===== config.mk =====
export PLATFORM = sky130hd
export DESIGN_NAME = pic_core
export DESIGN_NICKNAME = d
export VERILOG_FILES = /design/src/rtl/pic_pkg.sv /design/src/rtl/pic_cmd_port.sv /design/src/rtl/pic_req_regs.sv /design/src/rtl/pic_resolver.sv /design/src/rtl/pic_core.sv
export SDC_FILE = /design/constraint.sdc
export NUM_CORES = 1
export LEC_CHECK = 0
export CAP_MARGIN = 20
export CORE_UTILIZATION = 45
export DETAILED_ROUTE_END_ITERATION = 12
export DONT_BUFFER_PORTS = 1
export HOLD_SLACK_MARGIN = 0.06
export SYNTH_ARGS = -nofsm -noshare
export SYNTH_HDL_FRONTEND = slang
export SYNTH_HIERARCHICAL = 1
export SYNTH_SLANG_ARGS = --single-unit

===== constraint.sdc =====
create_clock -name clk -period 5.09 [get_ports clk]
set_clock_uncertainty 0.2 [all_clocks]
set_input_delay 0.509 -clock clk [delete_from_list [all_inputs] [get_ports clk]]
set_output_delay 0.509 -clock clk [all_outputs]
set_load 0.01 [all_outputs]

===== src/rtl/pic_pkg.sv =====
package pic_pkg;
  localparam int LINES  = 8;
  localparam int IDX_W  = $clog2(LINES);

  typedef enum logic [1:0] {
    SEQ_IDLE = 2'd0,
    SEQ_BASE = 2'd1,
    SEQ_CASC = 2'd2,
    SEQ_MODE = 2'd3
  } seq_t;

  // lowest set bit as a one-hot value (0 when none set)
  function automatic logic [LINES-1:0] low_onehot(input logic [LINES-1:0] v);
    return v & (~v + 1'b1);
  endfunction

  // lines strictly better than the best in-service line (all ones when none)
  function automatic logic [LINES-1:0] outranks(input logic [LINES-1:0] svc);
    return low_onehot(svc) - 1'b1;
  endfunction

  function automatic logic [IDX_W-1:0] oh_index(input logic [LINES-1:0] oh);
    logic [IDX_W-1:0] r;
    r = '0;
    for (int i = 0; i < LINES; i++)
      if (oh[i]) r = IDX_W'(i);
    return r;
  endfunction

  function automatic logic is_spec_eoi(input logic [7:0] c);
    return c[7:3] == 5'b01100;
  endfunction
endpackage


===== src/rtl/pic_cmd_port.sv =====
module pic_cmd_port
  import pic_pkg::*;
#(
  parameter int DW = 8
) (
  input  logic             clk,
  input  logic             rst_n,
  input  logic             addr_sel,
  input  logic             wr_en,
  input  logic [DW-1:0]    wdata,
  output logic [LINES-1:0] mask_q,
  output logic [DW-1:0]    vbase_q,
  output logic             sel_svc_q,
  output logic             ns_eoi,
  output logic             sp_eoi,
  output logic [IDX_W-1:0] sp_line
);
  localparam logic [DW-1:0] BASE_KEEP = ~DW'(LINES - 1);

  seq_t seq_q;
  logic four_q;
  logic cmd_wr, init_wr, data_wr;

  assign init_wr = wr_en && !addr_sel && wdata[4];
  assign cmd_wr  = wr_en && !addr_sel && !wdata[4];
  assign data_wr = wr_en && addr_sel;
  assign ns_eoi  = cmd_wr && (wdata == 8'h20);
  assign sp_eoi  = cmd_wr && is_spec_eoi(wdata);
  assign sp_line = wdata[IDX_W-1:0];

  always_ff @(posedge clk) begin
    if (!rst_n) begin
      seq_q     <= SEQ_IDLE;
      four_q    <= 1'b0;
      mask_q    <= '1;
      vbase_q   <= '0;
      sel_svc_q <= 1'b0;
    end else if (init_wr) begin
      seq_q  <= SEQ_BASE;
      four_q <= wdata[0];
    end else if (cmd_wr) begin
      seq_q <= SEQ_IDLE;
      if (wdata == 8'h0A) sel_svc_q <= 1'b0;
      else if (wdata == 8'h0B) sel_svc_q <= 1'b1;
    end else if (data_wr) begin
      unique case (seq_q)
        SEQ_BASE: begin
          vbase_q <= wdata & BASE_KEEP;
          seq_q   <= SEQ_CASC;
        end
        SEQ_CASC: seq_q <= four_q ? SEQ_MODE : SEQ_IDLE;
        SEQ_MODE: seq_q <= SEQ_IDLE;
        default:  mask_q <= wdata[LINES-1:0];
      endcase
    end
  end

  a_r6_init_start: assert property (@(posedge clk) disable iff (!rst_n)
    init_wr |=> seq_q == SEQ_BASE);
  a_r8_abort: assert property (@(posedge clk) disable iff (!rst_n)
    cmd_wr |=> seq_q == SEQ_IDLE);
  a_r7_mask_held: assert property (@(posedge clk) disable iff (!rst_n)
    (seq_q != SEQ_IDLE) |=> $stable(mask_q));
endmodule


===== src/rtl/pic_req_regs.sv =====
module pic_req_regs
  import pic_pkg::*;
(
  input  logic             clk,
  input  logic             rst_n,
  input  logic [LINES-1:0] lines,
  input  logic             ack_take,
  input  logic [LINES-1:0] win_oh,
  input  logic             ns_eoi,
  input  logic             sp_eoi,
  input  logic [IDX_W-1:0] sp_line,
  output logic [LINES-1:0] pend_q,
  output logic [LINES-1:0] svc_q
);
  logic [LINES-1:0] prev_q, rise, pend_n, svc_n, sp_clr;

  assign rise   = lines & ~prev_q;
  assign sp_clr = sp_eoi ? (LINES'(1) << sp_line) : '0;

  always_comb begin
    pend_n = pend_q;
    svc_n  = svc_q;
    if (ack_take) begin
      pend_n = pend_n & ~win_oh;
      svc_n  = svc_n | win_oh;
    end
    if (ns_eoi) begin
      pend_n = pend_n & ~svc_q;
      svc_n  = '0;
    end
    pend_n = (pend_n & ~sp_clr) | rise;
    svc_n  = svc_n & ~sp_clr;
  end

  always_ff @(posedge clk) begin
    if (!rst_n) begin
      prev_q <= '0;
      pend_q <= '0;
      svc_q  <= '0;
    end else begin
      prev_q <= lines;
      pend_q <= pend_n;
      svc_q  <= svc_n;
    end
  end

  a_r5_ack_to_service: assert property (@(posedge clk) disable iff (!rst_n)
    ack_take && !ns_eoi && !sp_eoi |=> (svc_q & $past(win_oh)) != '0);
  a_r10_ns_eoi_clears: assert property (@(posedge clk) disable iff (!rst_n)
    ns_eoi && !ack_take |=> svc_q == '0);
  a_r2_edge_sets: assert property (@(posedge clk) disable iff (!rst_n)
    (rise != '0) |=> (pend_q & $past(rise)) == $past(rise));
endmodule


===== src/rtl/pic_resolver.sv =====
module pic_resolver
  import pic_pkg::*;
#(
  parameter int DW = 8
) (
  input  logic             clk,
  input  logic             rst_n,
  input  logic [LINES-1:0] pend_q,
  input  logic [LINES-1:0] svc_q,
  input  logic [LINES-1:0] mask_q,
  input  logic [DW-1:0]    vbase_q,
  input  logic             ack,
  output logic             irq_out,
  output logic             ack_take,
  output logic [LINES-1:0] win_oh,
  output logic [DW-1:0]    vector_q
);
  logic [LINES-1:0] live;
  logic [IDX_W-1:0] win_idx;

  assign live     = pend_q & ~mask_q;
  assign win_oh   = low_onehot(live);
  assign win_idx  = oh_index(win_oh);
  assign irq_out  = (win_oh & outranks(svc_q)) != '0;
  assign ack_take = ack && irq_out;

  always_ff @(posedge clk) begin
    if (!rst_n) vector_q <= '0;
    else if (ack_take) vector_q <= vbase_q | DW'(win_idx);
  end

  a_r3_masked_silent: assert property (@(posedge clk) disable iff (!rst_n)
    irq_out |-> (pend_q & ~mask_q) != '0);
  a_r4_outranks_service: assert property (@(posedge clk) disable iff (!rst_n)
    irq_out |-> (win_oh & svc_q) == '0);
  a_r5_vector_line: assert property (@(posedge clk) disable iff (!rst_n)
    ack_take |=> vector_q[IDX_W-1:0] == $past(win_idx));
endmodule


===== src/rtl/pic_core.sv =====
module pic_core
  import pic_pkg::*;
(
  input  logic       clk,
  input  logic       rst_n,
  input  logic       addr_sel,
  input  logic       wr_en,
  input  logic       rd_en,
  input  logic [7:0] wdata,
  output logic [7:0] rdata,
  input  logic [7:0] irq_lines,
  input  logic       ack,
  output logic       irq_out,
  output logic [7:0] vector
);
  logic [LINES-1:0] mask_q, pend_q, svc_q, win_oh;
  logic [7:0]       vbase_q;
  logic             sel_svc_q, ns_eoi, sp_eoi, ack_take;
  logic [IDX_W-1:0] sp_line;

  pic_cmd_port #(.DW(8)) u_port (
    .clk(clk), .rst_n(rst_n), .addr_sel(addr_sel), .wr_en(wr_en),
    .wdata(wdata), .mask_q(mask_q), .vbase_q(vbase_q),
    .sel_svc_q(sel_svc_q), .ns_eoi(ns_eoi), .sp_eoi(sp_eoi),
    .sp_line(sp_line)
  );

  pic_req_regs u_regs (
    .clk(clk), .rst_n(rst_n), .lines(irq_lines), .ack_take(ack_take),
    .win_oh(win_oh), .ns_eoi(ns_eoi), .sp_eoi(sp_eoi), .sp_line(sp_line),
    .pend_q(pend_q), .svc_q(svc_q)
  );

  pic_resolver #(.DW(8)) u_res (
    .clk(clk), .rst_n(rst_n), .pend_q(pend_q), .svc_q(svc_q),
    .mask_q(mask_q), .vbase_q(vbase_q), .ack(ack), .irq_out(irq_out),
    .ack_take(ack_take), .win_oh(win_oh), .vector_q(vector)
  );

  always_comb begin
    if (!rd_en)        rdata = '0;
    else if (addr_sel) rdata = mask_q;
    else if (sel_svc_q) rdata = svc_q;
    else               rdata = pend_q;
  end

  a_r1_read_gated: assert property (@(posedge clk) disable iff (!rst_n)
    !rd_en |-> rdata == '0);
endmodule


==> results.txt, run 1 <==
busiest grt layer: met2
worst-case clock buffer depth: 2
drt total wl: 5720 µm
DR vias: 1,922
synthesized area per cell: 9.26 µm²
met2 GRT Util: 29.8%
Crit path largest cell delay: 810 ps
# placed instances: 337
grt ovf: 0
CP endpoint kind: register
Data required, critical path: 5070 ps
clock sinks: 49
Avg WL per Cell: 16.5 µm
critical path's slowest cell: o21a_1
Post-layout nets: 295
Clk Latency, worst-skew pair: 300 ps
IO Pins: 39
Slew @ Worst Pin: 991 ps
die area: 6130 µm²
htree depth: 2
row count: 27
CTS resizes: 0
RSZ-0062 raised after global routing: no
CTS clk-pin slew, worst paths: 90 ps
HP Class: in -> reg
Die Ht: 78.3 µm
most instantiated cells after synthesis: nand2_1 (53), dfxtp_1 (49), mux2i_1 (23)
total CTS buffers: 5
post-detail-place hpwl: 4040 µm
share of post-route cells with drive strength above 1: 15.3%
Synth area leader: dfxtp_1
count of port buffers added during placement: 0
Final min period: 2620 ps
final setup TNS: 0 ps
area added between synthesis and finish: 1.67%
CTS tree: done
max_slew headroom: 33.9%
Static Leak: 1.12 nW
drt drc: 0
CP Max Fanout: 24
largest net degree at the start of global routing: 49
Arrival @ worst endpoint: 2600 ps
core box area: 5570 µm²
GR met3 Demand/Resource: 5.35%
drt first pass iters: 4
first-pass GRT wire length: 9400 µm
routability cong.: 0.813
GRT Overall Usage: 20.0%
Initial DRC Count: 125
power per standard cell area: 271 nW/µm²
Pins Over Slew Limit: 0
status: finished clean
Synth Instances: 283
Synth Flop Type: dfxtp_1
reg2reg setup slack: 2470 ps
count leader, synth: nand2_1
final hold viol count: 0
final period utilization: 51.5%
final setup vio count: 0
Die Width: 78.3 µm
Non-Filler Instances: 346
# Post-CTS Setup Buffers: 0
critical path class: reg -> reg
vias per cell: 5.55
vias in the first global route: 1,797
f_max: 0.382 GHz
Synth Cell Area: 2620 µm²
clock tree root buffer cell: clkbuf_8
Post-synth EDFFs: 0
Async S/R FF share, synth: 0%
Startpoint Class: register
Initial Utilization: 47.0%
Synth warnings: 6
ant diodes: 0
fillcell total: 558
worst-case vdd ir drop: 0.158 mV
top-area cell type share of the netlist area: 37.4%
Hold WS: 88.7 ps
#FFs+latches synth: 49
Critical Path, Cell by Cell: nand2b_1, nand4_4, o32ai_2, o21a_1, nand2_1, nand4_1, o22ai_1
hold bufs inserted after CTS: 1
initial antenna violation count: 0
grt met1 use: 28.0%
sequential area share after synthesis: 37.4%
# Max-Cap Violations: 0
post-route ant nets: 0
Cell variety after synth: 47
Synth area leaders: dfxtp_1 (37%), mux2i_1 (8.8%), nand2_1 (7.6%)
## final timing paths
path | startpoint | end | cells after the start
setup / recovery | u_port/mask_q[2] | u_regs/pend_q[3] | 7
setup reg to reg | u_port/mask_q[2] | u_regs/pend_q[3] | 7
hold reg to reg | u_regs/prev_q[4] | u_regs/pend_q[4] | 1
hold / removal | rst_n | u_port/mask_q[2] | 1
## per-layer routing
layer	routed length, µm	up-vias
met5	0	-
met4	59	0
met3	220	4
met2	2540	42
met1	2900	918
li1	-	958
## state kept, by name, summed over array words and instances (netlist names)
signal            count
u_port/four_q         1
u_port/mask_q         8
u_port/sel_svc_q      1
u_port/seq_q          2
u_port/vbase_q        5
u_regs/pend_q         8
u_regs/prev_q         8
u_regs/svc_q          8
u_res/vector_q        8
## worst max-delay path: cells and delay by family (launching register included)
family | cells | cell delay (ps)
compound gates | 3 | 1180
flops | 1 | 350
simple gates | 4 | 790
## power by group
| part | total [mW] | leakage, nW | internal (mW) | switching (mW) |
|---|---|---|---|---|
| clock | 0.233 | 0.0445 | 0.0978 | 0.135 |
| sequential | 0.412 | 0.401 | 0.400 | 0.0124 |
| combinational | 0.0782 | 0.673 | 0.0400 | 0.0381 |
| total | 0.723 | 1.12 | 0.538 | 0.186 |
## cell usage in the layout, fill, tap and decap left out, drive strengths merged, types with 2 or more instances in the layout
master | netlist | final
a21oi | 9 | 9
a31oi | 3 | 3
and4b | 2 | 2
clkbuf | 3 | 5
conb | 1 | 3
dfxtp | 49 | 49
inv | 10 | 11
mux2 | 8 | 8
mux2i | 23 | 23
nand2 | 53 | 53
nand2b | 9 | 9
nand4 | 10 | 10
nor2 | 10 | 10
nor2b | 7 | 7
nor3 | 13 | 13
nor3b | 3 | 3
nor4 | 2 | 2
nor4b | 2 | 2
o211a | 9 | 9
o211ai | 2 | 2
o21ai | 4 | 4
o22ai | 8 | 8
or2 | 3 | 3
or2b | 11 | 11
## cells by family after synthesis
group                  count (synthesis)  synth area share (%)
buffers and inverters                 30                  7.30
and+or+nand+nor                      131                  30.4
muxes                                 31                  13.4
AOI/OAI and AO/OA                     41                  11.4
other                                  1                 0.143
DFF                                   49                  37.4
## cell type report
cell class	count	area, µm²	share of cell area, %
clock buffers	5	68.8	2.58
clock inverters	3	21.3	0.798
inverters	10	37.5	1.41
multi-input cells	206	1460	54.6
flip-flops and latches	49	981	36.8
well taps	72	90.1	3.38
repair buffers	1	10.0	0.376
## metrics by stage
step	instance area [µm²]	util, %	total power [mW]	setup slack (ps)
after global placement	2560	46.0	0.497	2510
after floorplan	2630	-	0.499	3040
after detailed placement	2560	46.0	0.498	2490
after CTS	2670	47.8	0.733	2510
after global routing	2670	47.8	0.762	2300
final	2670	47.8	0.723	2470
Note: power is estimated with default switching activity, not from simulation.
==> inputs of run 2 (changes only) <==
==> constraint.sdc (replaced) <==
create_clock -name clk -period 2.1 [get_ports clk]
set_clock_uncertainty 0.2 [all_clocks]
set_input_delay 0.21 -clock clk [delete_from_list [all_inputs] [get_ports clk]]
set_output_delay 0.21 -clock clk [all_outputs]
set_load 0.01 [all_outputs]
==> run 2 against run 1 <==
Net effect:
- non-clock buffer count rose by 40
- first-iteration DRC count fell by 30%
- clock-buffer cell count did not move
- critical endpoint is now u_regs/pend_q[5]
- highest routed layer unchanged
- critical path depth fell by 1
- design area rose by 17%
- via count rose by 8.4%
- power rose to 2.7 times the previous value
- final cell count rose by 12%
==> results.txt, run 2 (synthesized netlist as in run 1, its figures left out) <==
vias in the first global route: 1,983
CP Max Fanout: 4
Psw: 0.504 mW
f_max: 0.493 GHz
largest net degree at the start of global routing: 52
DR vias: 2,084
Initial Utilization: 47.0%
routability cong.: 0.856
worst-case vdd ir drop: 0.430 mV
worst min-delay path endpoint: u_regs/svc_q[7]
Slew @ Worst Pin: 537 ps
vias per cell: 5.40
initial antenna violation count: 0
r2r startpoint: u_regs/svc_q[4]
Post-layout nets: 335
Initial DRC Count: 88
path depth of the worst reg2reg path: 8
clock tree root buffer cell: clkbuf_8
drt first pass iters: 4
max_slew headroom: 64.2%
Clk Latency, worst-skew pair: 320 ps
htree depth: 2
drt total wl: 6410 µm
hold depth: 3
clock sinks: 49
final hold viol count: 0
Final min period: 2030 ps
Sequential Power Share: 50.3%
status: finished clean
total CTS buffers: 5
core box area: 5570 µm²
GRT Overall Usage: 21.9%
ant diodes: 0
CTS tree: done
Startpoint Class: input port
count of port buffers added during placement: 0
Hold Startpoint: wdata[2]
clock share of power: 35.0%
reg-to-reg endpoint: u_regs/pend_q[5]
most frequent cells in the layout: nand2_1 (53), dfxtp_1 (48), dlygate4sd3_1 (28)
IO Pins: 39
Pins Over Slew Limit: 0
final period utilization: 96.6%
share of post-route cells with drive strength above 1: 19.1%
area added between synthesis and finish: 19.0%
drt drc: 0
Data required, critical path: 2100 ps
# Post-CTS Setup Buffers: 0
Avg WL per Cell: 16.6 µm
reg2reg setup slack: 130 ps
grt ovf: 0
Comb pwr share: 14.7%
most common cell after layout, fill and taps aside: nand2_1
CTS clk-pin slew, worst paths: 90 ps
HP Class: in -> reg
final setup TNS: 0 ps
# Max-Cap Violations: 0
Die Ht: 78.3 µm
worst-case clock buffer depth: 2
power per standard cell area: 636 nW/µm²
row count: 27
Arrival @ worst endpoint: 2020 ps
post-route ant nets: 0
first-pass GRT wire length: 10,200 µm
RSZ-0062 raised after global routing: yes
Die Width: 78.3 µm
final setup vio count: 0
post-detail-place hpwl: 4300 µm
CP endpoint kind: register
Static Leak: 1.32 nW
post-layout util: 56.0%
Sw Ratio: 25.4%
Int Pwr: 1.48 mW
critical path class: in -> reg
die area: 6130 µm²
[run 2: power by group through the flow]
stage                     Clock [mW]  Sequential [mW]  Combinational [mW]
after global routing           0.751             1.01               0.314
after CTS                      0.714            0.999               0.278
after global placement             0             1.02               0.202
final                          0.695             1.00               0.291
after floorplan                    0             1.01               0.199
after detailed placement           0             1.02               0.204
[run 2: final cells by class]
| cell class | count | area, µm² |
|---|---|---|
| multi-input combinational | 206 | 1480 |
| timing repair buffer | 41 | 420 |
| clock inverter | 3 | 46.3 |
| clock buffer | 5 | 68.8 |
| inverter | 10 | 37.5 |
| tap | 72 | 90.1 |
| sequential | 49 | 982 |
| fill | 501 | 2450 |
[run 2: metal layers]
layer / up-vias / GRT usage, % / share of wire (%)
met5: - / 0 / 0
met3: 8 / 4.42 / 3.7
met1: 998 / 29.6 / 49
met2: 40 / 34.8 / 46
li1: 1038 / - / -
met4: 0 / 7.04 / 1.2
[run 2: metrics by stage]
| stage | total power [mW] | instance area [µm²] | instances | setup WS (ps) | hold WS, ps |
|---|---|---|---|---|---|
| CTS | 1.99 | 3080 | 385 | 45.3 | 95.8 |
| global placement | 1.22 | 2660 | 348 | 132 | 79.0 |
| finish | 1.99 | 3120 | 386 | 72.1 | 100 |
| detailed placement | 1.22 | 2660 | 348 | 90.7 | 83.9 |
| floorplan | 1.21 | 2630 | 285 | 50.7 | 110 |
| global route | 2.07 | 3120 | 386 | -5.81 | 108 |
[run 2: repair_timing]
action | in CTS | in global routing
gates resized for setup | 0 | 6
endpoints found under the setup margin | 0 | 14
endpoints found under the hold margin | 49 | 0
hold buffers | 29 | 0
[run 2: worst max-delay path by stage]
stage                                  end  cells after the start              from
after global placement    u_regs/pend_q[6]                      8  u_regs/pend_q[5]
after global routing      u_regs/pend_q[7]                      6          wdata[4]
after detailed placement  u_regs/pend_q[0]                      8  u_regs/pend_q[5]
after CTS                 u_regs/pend_q[0]                      6          wdata[4]
final                     u_regs/pend_q[5]                      6          wdata[4]
after floorplan           u_regs/pend_q[3]                     10   u_regs/svc_q[0]
[run 2: critical path, cell delays in order]
cell and delay, ps:
dlygate4sd3_1 650, nor4b_4 330, and4b_2 310, nand2_1 130
nor2_1 270, o22ai_1 130
==> inputs of run 3 (changes only) <==
--- a/config.mk
+++ b/config.mk
@@ -7,9 +7,11 @@
 export LEC_CHECK = 0
 export CAP_MARGIN = 20
 export CORE_UTILIZATION = 45
+export CTS_BUF_LIST = sky130_fd_sc_hd__clkbuf_16
 export DETAILED_ROUTE_END_ITERATION = 12
 export DONT_BUFFER_PORTS = 1
 export HOLD_SLACK_MARGIN = 0.06
+export PLACE_DENSITY = 0.69
 export SYNTH_ARGS = -nofsm -noshare
 export SYNTH_HDL_FRONTEND = slang
 export SYNTH_HIERARCHICAL = 1
==> run 3 against run 2 <==
Net effect:
- fmax up 0.30%
- flip-flop and latch count unchanged
- die area unchanged
- non-clock buffer count down 9
- clock-buffer cell count unchanged
- hold slack worse by 47 ps
- critical path type is now reg -> reg
- sequential power about the same
- first-iteration DRC count up 51%
- setup slack better by 6.1 ps
- final cell count down 2.3%
- design area down 0.12%
- sequential share of layout area about the same
==> results.txt, run 3 (synthesized netlist as in run 1, its figures left out) <==
# Post-CTS Setup Buffers: 0
drt drc: 0
Die Ht: 78.3 µm
hold depth: 3
Static Leak: 1.33 nW
CTS clk-pin slew, worst paths: 70 ps
drt total wl: 6330 µm
path depth of the worst reg2reg path: 4
drt first pass iters: 4
area added between synthesis and finish: 18.9%
routability cong.: 0.906
initial antenna violation count: 0
Post-layout nets: 326
Pins Over Slew Limit: 0
status: finished clean
IO Pins: 39
post-route ant nets: 0
worst-case vdd ir drop: 0.537 mV
count of port buffers added during placement: 0
RSZ-0062 raised after global routing: no
Final min period: 2020 ps
clock sinks: 49
Initial DRC Count: 133
total CTS buffers: 5
most frequent cells in the layout: nand2_1 (53), dfxtp_1 (49), mux2i_1 (23)
vias per cell: 5.53
grt met1 use: 28.8%
htree depth: 2
Avg WL per Cell: 16.8 µm
final hold viol count: 0
Arrival @ worst endpoint: 2000 ps
vias in the first global route: 2,011
met2 GRT Util: 34.4%
die area: 6130 µm²
Slew @ Worst Pin: 553 ps
busiest grt layer: met2
row count: 27
clock tree root buffer cell: clkbuf_16
HP Class: in -> reg
final period utilization: 96.3%
most common cell after layout, fill and taps aside: nand2_1
ant diodes: 0
post-detail-place hpwl: 4100 µm
share of post-route cells with drive strength above 1: 19.3%
Startpoint Class: register
DR vias: 2,085
Initial Utilization: 47.0%
final setup vio count: 0
CP endpoint kind: register
CTS tree: done
max_slew headroom: 63.0%
GR met3 Demand/Resource: 4.53%
GRT Overall Usage: 21.3%
Data required, critical path: 2080 ps
worst-case clock buffer depth: 2
CP Max Fanout: 8
post-layout util: 55.9%
power per standard cell area: 744 nW/µm²
first-pass GRT wire length: 10,200 µm
f_max: 0.495 GHz
# Max-Cap Violations: 0
core box area: 5570 µm²
largest net degree at the start of global routing: 52
Clk Latency, worst-skew pair: 290 ps
grt ovf: 0
critical path class: reg -> reg
Die Width: 78.3 µm
final setup TNS: 0 ps
## run 3: area by class of cell
cell class / count / area, µm²
repair buffers: 32 / 335
clock buffers: 5 / 125
fillers: 505 / 2460
flip-flops and latches: 49 / 981
well taps: 72 / 90.1
inverters: 10 / 37.5
clock inverters: 3 / 68.8
multi-input cells: 206 / 1480
## run 3: worst max-delay path, cell delays in order (launching register included)
cell and delay, ps:
dfxtp_1 350, and4bb_2 510, mux2i_1 220, nand2_1 70
dlygate4sd3_1 560
## run 3: path summary, 6_finish.rpt
| path | startpoint | endpoint | slack (ps) |
|---|---|---|---|
| max reg2reg | u_port/seq_q[0] | u_port/mask_q[6] | 80 |
| max | u_port/seq_q[0] | u_port/mask_q[6] | 80 |
| min reg2reg | u_regs/prev_q[7] | u_regs/pend_q[7] | 210 |
| min | wr_en | u_port/sel_svc_q | 50 |
## run 3: repair_timing
action | in CTS | in global routing
setup endpoints to repair | 0 | 17
hold buffers | 22 | 0
resized for setup | 0 | 7
hold endpoints to repair | 49 | 0
## run 3: per-layer routing
metal  routed length (µm)  vias to the layer above
met5                    0                        -
met4                   21                        0
met3                  203                        2
met2                 3050                       40
met1                 3050                     1020
li1                     -                     1023
## run 3: power breakdown
part / switching [mW] / total (mW) / internal (mW)
registers: 0.0302 / 1.00 / 0.969
clock network: 0.351 / 1.04 / 0.686
logic: 0.136 / 0.282 / 0.146
total: 0.517 / 2.32 / 1.80
## run 3: stage by stage
stage	std cells	setup slack (ps)	cell area [µm²]	total power, mW	hold WS, ps
after CTS	376	15.1	3070	2.32	62.6
after floorplan	285	50.7	2630	1.21	110
final	377	78.2	3120	2.32	52.7
after detailed placement	346	70.1	2650	1.22	80.9
after global placement	346	96.7	2650	1.22	76.7
after global routing	377	9.80	3120	2.39	60.3
